[src/rtl/pwm_pkg.sv]
package pwm_pkg;

  typedef enum logic [1:0] {
    SEL_PERIOD = 2'd0,
    SEL_CMP    = 2'd1,
    SEL_POL    = 2'd2,
    SEL_PSC    = 2'd3
  } wr_sel_e;

  typedef enum logic {
    TB_RUN  = 1'b0,
    TB_HALT = 1'b1
  } tb_state_e;

  // all-ones value of a cw-bit counter, widened
  function automatic logic [32:0] cnt_max(input int unsigned cw);
    return (33'd1 << cw) - 33'd1;
  endfunction

  // a period must be non-zero and strictly below the counter maximum
  function automatic logic period_ok(input logic [32:0] v, input int unsigned cw);
    return (v != 33'd0) && (v < cnt_max(cw));
  endfunction

  // a compare value must fit the counter
  function automatic logic cmp_ok(input logic [32:0] v, input int unsigned cw);
    return v <= cnt_max(cw);
  endfunction

  // pulse equal to period is promoted to period+1 (full duty)
  function automatic logic [31:0] cmp_fix(input logic [31:0] v, input logic [31:0] modv);
    return (v == modv) ? modv + 32'd1 : v;
  endfunction

  // terminal value of the prescale divider for exponent e
  function automatic logic [31:0] div_mask(input int unsigned e);
    return (32'd1 << e) - 32'd1;
  endfunction

endpackage

[src/rtl/pwm_prescaler.sv]
module pwm_prescaler #(
  parameter int PSW = 3,
  localparam int DIVW = (1 << PSW) - 1
) (
  input  logic           clk,
  input  logic           rst_n,
  input  logic           clr_i,
  input  logic           en_i,
  input  logic [PSW-1:0] exp_i,
  output logic           tick_o
);
  import pwm_pkg::*;

  logic [DIVW-1:0] div_q;
  logic [DIVW-1:0] term;

  assign term   = DIVW'(div_mask(32'(exp_i)));
  assign tick_o = en_i && (div_q == term);

  always_ff @(posedge clk or negedge rst_n) begin
    if (!rst_n) begin
      div_q <= '0;
    end else if (clr_i || !en_i || tick_o) begin
      div_q <= '0;
    end else begin
      div_q <= div_q + 1'b1;
    end
  end

endmodule

[src/rtl/pwm_timebase.sv]
module pwm_timebase #(
  parameter int CW = 16
) (
  input  logic          clk,
  input  logic          rst_n,
  input  logic          restart_i,
  input  logic          tick_i,
  input  logic [CW-1:0] mod_i,
  output logic [CW-1:0] cnt_o,
  output logic          running_o,
  output logic          wrap_evt_o,
  output logic          wrap_o
);
  import pwm_pkg::*;

  tb_state_e     state_q;
  logic [CW-1:0] cnt_q;
  logic          wrap_q;

  assign running_o  = (state_q == TB_RUN);
  assign wrap_evt_o = running_o && tick_i && (cnt_q == mod_i);
  assign cnt_o      = cnt_q;
  assign wrap_o     = wrap_q;

  always_ff @(posedge clk or negedge rst_n) begin
    if (!rst_n) begin
      state_q <= TB_RUN;
      cnt_q   <= '0;
      wrap_q  <= 1'b0;
    end else begin
      wrap_q <= wrap_evt_o && !restart_i;
      if (restart_i) begin
        state_q <= TB_HALT;
        cnt_q   <= '0;
      end else if (state_q == TB_HALT) begin
        state_q <= TB_RUN;
      end else if (tick_i) begin
        cnt_q <= wrap_evt_o ? '0 : cnt_q + 1'b1;
      end
    end
  end

endmodule

[src/rtl/pwm_regs.sv]
module pwm_regs #(
  parameter int NCH     = 4,
  parameter int CW      = 16,
  parameter int PSW     = 3,
  parameter int DEF_MOD = 999,
  localparam int IW     = (NCH > 1) ? $clog2(NCH) : 1
) (
  input  logic                    clk,
  input  logic                    rst_n,
  input  logic                    wr_en,
  input  logic [1:0]              wr_sel,
  input  logic [IW-1:0]           wr_idx,
  input  logic [CW:0]             wr_data,
  input  logic                    load_i,
  output logic [CW-1:0]           mod_o,
  output logic [NCH-1:0][CW-1:0]  cmp_act_o,
  output logic [NCH-1:0]          pol_o,
  output logic [PSW-1:0]          psc_o,
  output logic                    restart_o,
  output logic                    rej_evt_o,
  output logic                    rej_o
);
  import pwm_pkg::*;

  logic [CW-1:0]          mod_q;
  logic [NCH-1:0][CW-1:0] pend_q;
  logic [NCH-1:0][CW-1:0] act_q;
  logic [NCH-1:0]         pol_q;
  logic [PSW-1:0]         psc_q;
  logic                   rej_q;

  logic sel_per, sel_cmp, sel_pol, sel_psc;
  logic idx_ok, per_bad, cmp_bad, pol_bad;
  logic [CW-1:0] cmp_new;

  always_comb begin
    sel_per = wr_en && (wr_sel == SEL_PERIOD);
    sel_cmp = wr_en && (wr_sel == SEL_CMP);
    sel_pol = wr_en && (wr_sel == SEL_POL);
    sel_psc = wr_en && (wr_sel == SEL_PSC);
    idx_ok  = (32'(wr_idx) < NCH);
    per_bad = sel_per && !period_ok(33'(wr_data), CW);
    cmp_bad = sel_cmp && (!cmp_ok(33'(wr_data), CW) || !idx_ok);
    pol_bad = sel_pol && !idx_ok;
    cmp_new = CW'(cmp_fix(32'(wr_data), 32'(mod_q)));
  end

  assign rej_evt_o = per_bad || cmp_bad || pol_bad;
  assign restart_o = (sel_per && !per_bad) || sel_psc;

  always_ff @(posedge clk or negedge rst_n) begin
    if (!rst_n) begin
      mod_q  <= CW'(DEF_MOD);
      pend_q <= '0;
      act_q  <= '0;
      pol_q  <= '0;
      psc_q  <= '0;
      rej_q  <= 1'b0;
    end else begin
      rej_q <= rej_evt_o;
      if (sel_per && !per_bad) mod_q <= CW'(wr_data);
      if (sel_psc)             psc_q <= wr_data[PSW-1:0];
      if (sel_cmp && !cmp_bad) pend_q[wr_idx] <= cmp_new;
      if (sel_pol && !pol_bad) pol_q[wr_idx]  <= wr_data[0];
      if (load_i)              act_q <= pend_q;
    end
  end

  assign mod_o     = mod_q;
  assign cmp_act_o = act_q;
  assign pol_o     = pol_q;
  assign psc_o     = psc_q;
  assign rej_o     = rej_q;

endmodule

[src/rtl/pwm_channel.sv]
module pwm_channel #(
  parameter int CW = 16
) (
  input  logic [CW-1:0] cnt_i,
  input  logic [CW-1:0] cmp_i,
  input  logic          pol_i,
  input  logic          run_i,
  output logic          pwm_o
);
  logic active;

  // active from count 0 until the count equals the compare value
  assign active = run_i && (cnt_i < cmp_i);
  assign pwm_o  = active ^ pol_i;

endmodule

[src/rtl/pwm_edge_multi.sv]
module pwm_edge_multi #(
  parameter int NCH     = 4,
  parameter int CW      = 16,
  parameter int PSW     = 3,
  parameter int DEF_MOD = 999,
  localparam int IW     = (NCH > 1) ? $clog2(NCH) : 1
) (
  input  logic           clk,
  input  logic           rst_n,
  input  logic           wr_en,
  input  logic [1:0]     wr_sel,
  input  logic [IW-1:0]  wr_idx,
  input  logic [CW:0]    wr_data,
  output logic [NCH-1:0] pwm_o,
  output logic           wrap_o,
  output logic           wr_rej_o
);

  // named internal events, observed by the bound checker
  logic                   tick;
  logic                   running;
  logic                   restart;
  logic                   wrap_evt;
  logic                   load;
  logic                   rej_evt;
  logic [CW-1:0]          cnt;
  logic [CW-1:0]          mod_q;
  logic [NCH-1:0][CW-1:0] cmp_act;
  logic [NCH-1:0]         pol;
  logic [PSW-1:0]         psc;

  // compares move to the active copy at a wrap or during the halt clock
  assign load = wrap_evt || !running;

  pwm_regs #(.NCH(NCH), .CW(CW), .PSW(PSW), .DEF_MOD(DEF_MOD)) u_regs (
    .clk       (clk),
    .rst_n     (rst_n),
    .wr_en     (wr_en),
    .wr_sel    (wr_sel),
    .wr_idx    (wr_idx),
    .wr_data   (wr_data),
    .load_i    (load),
    .mod_o     (mod_q),
    .cmp_act_o (cmp_act),
    .pol_o     (pol),
    .psc_o     (psc),
    .restart_o (restart),
    .rej_evt_o (rej_evt),
    .rej_o     (wr_rej_o)
  );

  pwm_prescaler #(.PSW(PSW)) u_psc (
    .clk    (clk),
    .rst_n  (rst_n),
    .clr_i  (restart),
    .en_i   (running),
    .exp_i  (psc),
    .tick_o (tick)
  );

  pwm_timebase #(.CW(CW)) u_tb (
    .clk        (clk),
    .rst_n      (rst_n),
    .restart_i  (restart),
    .tick_i     (tick),
    .mod_i      (mod_q),
    .cnt_o      (cnt),
    .running_o  (running),
    .wrap_evt_o (wrap_evt),
    .wrap_o     (wrap_o)
  );

  for (genvar g = 0; g < NCH; g++) begin : g_ch
    pwm_channel #(.CW(CW)) u_ch (
      .cnt_i (cnt),
      .cmp_i (cmp_act[g]),
      .pol_i (pol[g]),
      .run_i (running),
      .pwm_o (pwm_o[g])
    );
  end

endmodule

[config.mk]
export PLATFORM = sky130hd
export DESIGN_NAME = pwm_edge_multi
export DESIGN_NICKNAME = d
export VERILOG_FILES = /design/src/rtl/pwm_pkg.sv /design/src/rtl/pwm_prescaler.sv /design/src/rtl/pwm_timebase.sv /design/src/rtl/pwm_regs.sv /design/src/rtl/pwm_channel.sv /design/src/rtl/pwm_edge_multi.sv
export SDC_FILE = /design/constraint.sdc
export NUM_CORES = 1
export LEC_CHECK = 0
export BUFFER_PORTS_ARGS = -buffer_cell sky130_fd_sc_hd__buf_4
export CAP_MARGIN = 0
export CORE_ASPECT_RATIO = 1.5
export CORE_MARGIN = 2
export CORE_UTILIZATION = 60
export CTS_BUF_LIST = sky130_fd_sc_hd__clkbuf_8
export DETAILED_ROUTE_END_ITERATION = 7
export PLACE_DENSITY_LB_ADDON = 0.08
export SLEW_MARGIN = 20
export SYNTH_ARGS = -nofsm -noshare
export SYNTH_HDL_FRONTEND = slang
export SYNTH_SLANG_ARGS = --single-unit
export TNS_END_PERCENT = 5
[constraint.sdc]
create_clock -name clk -period 3.55 [get_ports clk]
set_clock_uncertainty 0.05 [all_clocks]
set_input_delay 0.71 -clock clk [delete_from_list [all_inputs] [get_ports clk]]
set_output_delay 0.71 -clock clk [all_outputs]
set_load 0.01 [all_outputs]
**Word-level counts from Yosys, hierarchy flattened**

Cells that the tools add are included.

- Bits in registers: 177
- Output and inout bits: 6
- Logic and storage cells: 86

- $add $sub $neg: 4
- Order comparisons: 8
- Equal/unequal tests: 7
- Shift operators: 1
- Mux-type cells: 13
- Bitwise operators: 5
- Reduce and logical (&&, ||, !) cells: 32

Operators with widths:

| operator | count |
|---|---|
| $mux W16 | 6 |
| $bwmux W64 | 1 |
| $lt A16 B16 Y1 | 4 |
| $add A16 B1 Y16 const B | 2 |
| $demux W16 S2 | 1 |
| $logic_and A1 B1 Y1 | 18 |
| $eq A17 B16 Y1 | 1 |
| $le A17 B16 Y1 const B | 1 |
| $lt A17 B16 Y1 const B | 1 |
| $reduce_bool A17 Y1 | 1 |
| $eq A16 B16 Y1 | 1 |
| $add A7 B1 Y7 const B | 1 |
| $eq A7 B7 Y1 | 1 |
| $mux W7 | 1 |
| $shl A1 B3 Y7 const A | 1 |
| $sub A7 B1 Y7 const B | 1 |
| $logic_not A1 Y1 | 5 |
| $logic_or A1 B1 Y1 | 5 |
| $bwmux W4 | 1 |
| $eq A2 B2 Y1 const B | 2 |
| $xor A1 B1 Y1 | 4 |
| $lt A2 B3 Y1 const B | 1 |
| $demux W1 S2 | 1 |
| $eq A2 B1 Y1 const B | 1 |
| 7 further kinds | 8 |

**Depth between registers and ports, before layout**

- Depth after elaboration: 10
- Gate-level depth with buffers: 9

**Hierarchy**

A second synthesis with hierarchy kept.

- Cell total of the unflattened synthesis: 1,103
- Area, all modules: 11,016.8 um^2

By module, submodules not included:

| module | instances | cells an instance | area each (um^2) | seq. area each (um^2) |
|---|---|---|---|---|
| pwm_regs | 1 | 719 | 7,775.0 | 3,813.7 |
| pwm_channel | 4 | 53 | 399.1 | 0.0 |
| pwm_timebase | 1 | 118 | 1,122.3 | 450.4 |
| pwm_prescaler | 1 | 53 | 516.7 | 175.2 |
| pwm_edge_multi | 1 | 1 | 6.3 | 0.0 |

**Worst setup path before layout**

OpenSTA, ideal clock, no wires.

- Kind: input to register
- Start: input port wr_data[11]
- End: register u_regs.pend_q[12] in the netlist's numbering
- Setup time: 0.125 ns
- Data arrival time: 2.319 ns
- Data required time: 3.375 ns
- Path slack: 1.056 ns
- Cell stages on the path: 7
- Path buffers: 1
- Cell sequence: xor2_1 > nor4_1 > nand3_1 > or4_1 > buf_2 > mux2_4 > mux2_2

- Longest elaborated chain between the ends: 5

RTL lines:

| what | RTL line | text |
|---|---|---|
| start, declared | pwm_edge_multi.sv:13 | `input logic [CW:0] wr_data,` |
| $le A17 B16 Y1 | pwm_pkg.sv:27 | `return v <= cnt_max(cw);` |
| $logic_not A1 Y1 | pwm_regs.sv:43 | `cmp_bad = sel_cmp && (!cmp_ok(33'(wr_data), CW) \|\| !idx_ok);` |
| $logic_and A1 B1 Y1 | pwm_regs.sv:43 |  |
| $logic_not A1 Y1 | pwm_regs.sv:63 | `if (sel_cmp && !cmp_bad) pend_q[wr_idx] <= cmp_new;` |
| $logic_and A1 B1 Y1 | pwm_regs.sv:63 |  |
| end signal, assigned by index | pwm_regs.sv:63 |  |
| end, declared | pwm_regs.sv:26 | `logic [NCH-1:0][CW-1:0] pend_q;` |

Parallel ways exist; a longest one is shown, timed or not.
A chain may end at the register's enable or synchronous reset.

**Worst setup path after layout**

- Start: register u_tb.cnt_q[6] (netlist: u_tb.cnt_o[6])
- End: output port pwm_o[3]

- Longest elaborated chain between the ends: 3

RTL lines:

| what | RTL line | text |
|---|---|---|
| start, declared | pwm_timebase.sv:17 | `logic [CW-1:0] cnt_q;` |
| start signal, assigned | pwm_timebase.sv:38 | `cnt_q <= wrap_evt_o ? '0 : cnt_q + 1'b1;` |
| $lt A16 B16 Y1 | pwm_channel.sv:13 | `assign active = run_i && (cnt_i < cmp_i);` |
| $logic_and A1 B1 Y1 | pwm_channel.sv:13 |  |
| $xor A1 B1 Y1 | pwm_channel.sv:14 | `assign pwm_o = active ^ pol_i;` |
| end, declared | pwm_edge_multi.sv:14 | `output logic [NCH-1:0] pwm_o,` |

Every way passes these cells.

==> results.py <==
metrics = {
    "cts": {
        "cts_buffers": 17,
        "cts_buffer_depth": 2,
        "cts.clk_slew.worst_paths_ns": 0.10,
        "clkLatencyLatePin_ns": 0.47,
        "clock_sinks": 177,
        "root_buffer": "clkbuf_8",
        "cts_tree": "yes",
        "htreeDepth": 4,
    },
    "timing": {
        "min_period_ns": 3.50,
        "tns_ns": 0,
        "fmax_ghz": 0.286,
        "worstMarginPinSlew_ns": 0.848,
        "finalMaxSlewViolations": 0,
        "rsz0062_at_grt": "true",
        "finalHoldViolCount": 0,
        "finalWorstSetupSlack_ns": 0.0544,
        "finalSetupViolCount": 0,
        "fin_crit_sh": 0.985,
        "maxSlewHeadroom": 0.429,
    },
    "placement": {
        "io_buffer_count": 29,
        "gp_congestion": 0.908,
        "dp_slack_ns": 0.242,
        "dp_hpwl_um": 17600,
        "placed_cells": 1132,
    },
    "synthesis": {
        "yosys.area.top_type": "dfrtp_1",
        "syn-num-nets": 1010,
        "synth_cells": 923,
        "synthTopCellsByArea": "dfrtp_1 43%, mux2_4 9.3%, ha_1 8.0%, nand2_1 3.4%, xnor2_1 3.3%",
        "syn_area_um2": 9800,
        "yosysSeqAreaShare": 0.453,
        "synth_ff_type": "dfrtp_1",
        "synth_common_cells": "169 x dfrtp_1, 88 x nand2_1, 72 x inv_1, 63 x ha_1, 61 x mux2_4",
        "synth-edff-count": 0,
        "avgSynthCellArea_um2": 10.6,
        "synth.distinct_cells": 51,
        "yosysMostFrequentCell": "dfrtp_1",
        "synthArstFlopShare": 1.00,
        "synth_top_area_share": 0.431,
        "ys_ff_latch": 177,
        "yosys_warnings": 0,
    },
    "worst_setup_path": {
        "cp_max_fo": 6,
        "endpoint_kind": "output port",
        "crit_type": "reg -> out",
        "crit_required_ns": 2.79,
        "crit_arrival_ns": 2.74,
        "cp-start-kind": "flip-flop",
    },
    "detailed_routing": {
        "wl_per_cell_um": 20.9,
        "drt_wl_total_um": 24300,
        "drc": 0,
        "drtIter0Drc": 441,
        "antenna_left": 0,
        "first_pass_iters": 6,
        "via_count": 6989,
        "vias_per_cell": 5.99,
    },
    "finish": {
        "layout-drive-gt1-share": 0.204,
        "final_cells": 1167,
        "syn_to_final_growth_pct": 8.81,
        "layout.nets": 1035,
        "fillers": 1323,
        "antenna_cells": 0,
        "fin_util": 0.662,
    },
    "job": {
        "drv_cap": 0,
    },
    "die": {
        "io_pins": 30,
        "die_h_um": 161,
        "initial_utilization": 0.608,
        "core_area_um2": 16100,
        "rows": 57,
        "dieWidth_um": 108,
        "fp.dieArea_um2": 17400,
    },
    "power": {
        "vdd_drop_max_v": 0.000354,
        "p_total_mw": 5.84,
        "powerDensity_nw_per_um2": 547,
        "leakage_nw": 5.09,
    },
    "hold_path": {
        "hold_class": "in -> async",
    },
    "global_route": {
        "grt_pass1_vias": 7298,
        "grt_start_max_net_pins": 82,
        "grt-ovfl-total": 0,
        "antenna_found_initial": 0,
        "grt_usage": 0.301,
        "grt_pass1_wl_um": 39800,
    },
    "outcome": {
        "status": "complete, no violations",
    },
}
kinds of logic (layout without fill, tap and decap cells):
group,Yosys count,after routing,synth area share
XOR/XNOR,55,55,0.0491
AO/OA/AOI/OAI,170,170,0.101
adder cells (fa/ha/maj),63,63,0.0804
flip-flops,177,177,0.453
multiplexers,107,107,0.144
buffers and inverters,123,161,0.0565
AND/OR/NAND/NOR,228,228,0.116
path summary, 6_finish.rpt:
kind	depth (start not counted)	end	slack [ns]	startpoint
worst max-delay path	8	pwm_o[3]	0.05	u_tb.cnt_o[6]$_DFFE_PN0P_
worst min-delay path	1	u_psc.div_q[5]$_DFF_PN0_	0.23	rst_n
worst max register to register	7	u_regs.cmp_act_o[31]$_DFFE_PN0P_	0.82	u_regs.psc_o[1]$_DFFE_PN0P_
worst min register to register	2	u_regs.pend_q[15]$_DFFE_PN0P_	0.44	u_regs.pend_q[15]$_DFFE_PN0P_
max in group asynchronous	2	u_regs.cmp_act_o[60]$_DFFE_PN0P_	2.22	rst_n
min in group clk	2	u_regs.pend_q[15]$_DFFE_PN0P_	0.44	u_regs.pend_q[15]$_DFFE_PN0P_
state kept, by name, indices dropped and copies added (netlist names):
name and flops:
u_psc.div_q 7, u_regs.cmp_act_o 64, u_regs.mod_o 16, u_regs.pend_q 64, u_regs.pol_o 4, u_regs.psc_o 3, u_regs.rej_o 1, u_tb.cnt_o 16
u_tb.state_q 1, u_tb.wrap_o 1
layout make-up:
| cell class | count | area, µm² | area share |
|---|---|---|---|
| Clock buffer | 18 | 248 | 0.0232 |
| Clock inverter | 14 | 146 | 0.0137 |
| Inverter | 73 | 274 | 0.0257 |
| Multi-Input combinational cell | 623 | 4840 | 0.453 |
| Sequential cell | 177 | 4440 | 0.416 |
| Tap cell | 206 | 258 | 0.0242 |
| Timing Repair Buffer | 56 | 462 | 0.0433 |
report_power, final:
part	internal, mW	switching [mW]	total, mW	leakage (nW)
clock	0.601	0.814	1.42	0.200
sequential	2.45	0.391	2.84	2.28
combinational	0.813	0.767	1.58	2.61
metal layers:
layer | track usage | share of wire | vias up
li1 | - | - | 3275
met1 | 0.398 | 0.43 | 3467
met2 | 0.499 | 0.50 | 203
met3 | 0.0426 | 0.039 | 44
met4 | 0.114 | 0.032 | 0
met5 | 0 | 0 | -
layout by cell type, fill, tap and decap left out, types with 3 or more instances in the layout:
cell       instances
nor2_1            30
inv_1             73
nor3_1             8
mux2_2            28
nand4_1           21
xnor2_1           37
dfstp_2            8
and3_1             4
ha_1              63
o21ai_0           20
buf_4             52
o31ai_1           15
nor4_1            12
o21a_1             5
o211ai_1           8
a21oi_1           42
nor2b_1           13
mux2_1             4
nand3_1           24
a21o_1             4
o21ai_1           58
inv_6              4
nand2_1           88
dfrtp_1          166
xor2_1            18
mux2_4            61
a2111oi_0          3
nand3b_1           6
mux2i_1           14
buf_12             3
nand2b_1           8
inv_8              4
dfrtp_2            3
clkbuf_8          18
critical path: stages, from the launching register on:
cell and delay, ns:
dfrtp_2 0.49, ha_1 0.34, a21o_1 0.22, a21oi_4 0.21, o211ai_1 0.22, a21oi_2 0.21, o211ai_1 0.15, xnor2_1 0.26
buf_4 0.16
metrics by stage:
step	area, µm²	hold slack [ns]
after floorplan	9800	0.364
after global placement	10200	0.414
after detailed placement	10200	0.424
after CTS	10600	0.239
after global routing	10700	0.271
final	10700	0.230
repair_timing:
item / 4_1_cts / 5_1_grt
pin swaps: 0 / 2
setup buffers: 3 / 0
resized for setup: 4 / 5
hold buffers: 0 / 0
setup endpoints to repair: 2 / 3
hold endpoints to repair: 0 / 0
(Power assumes the default switching activity.)
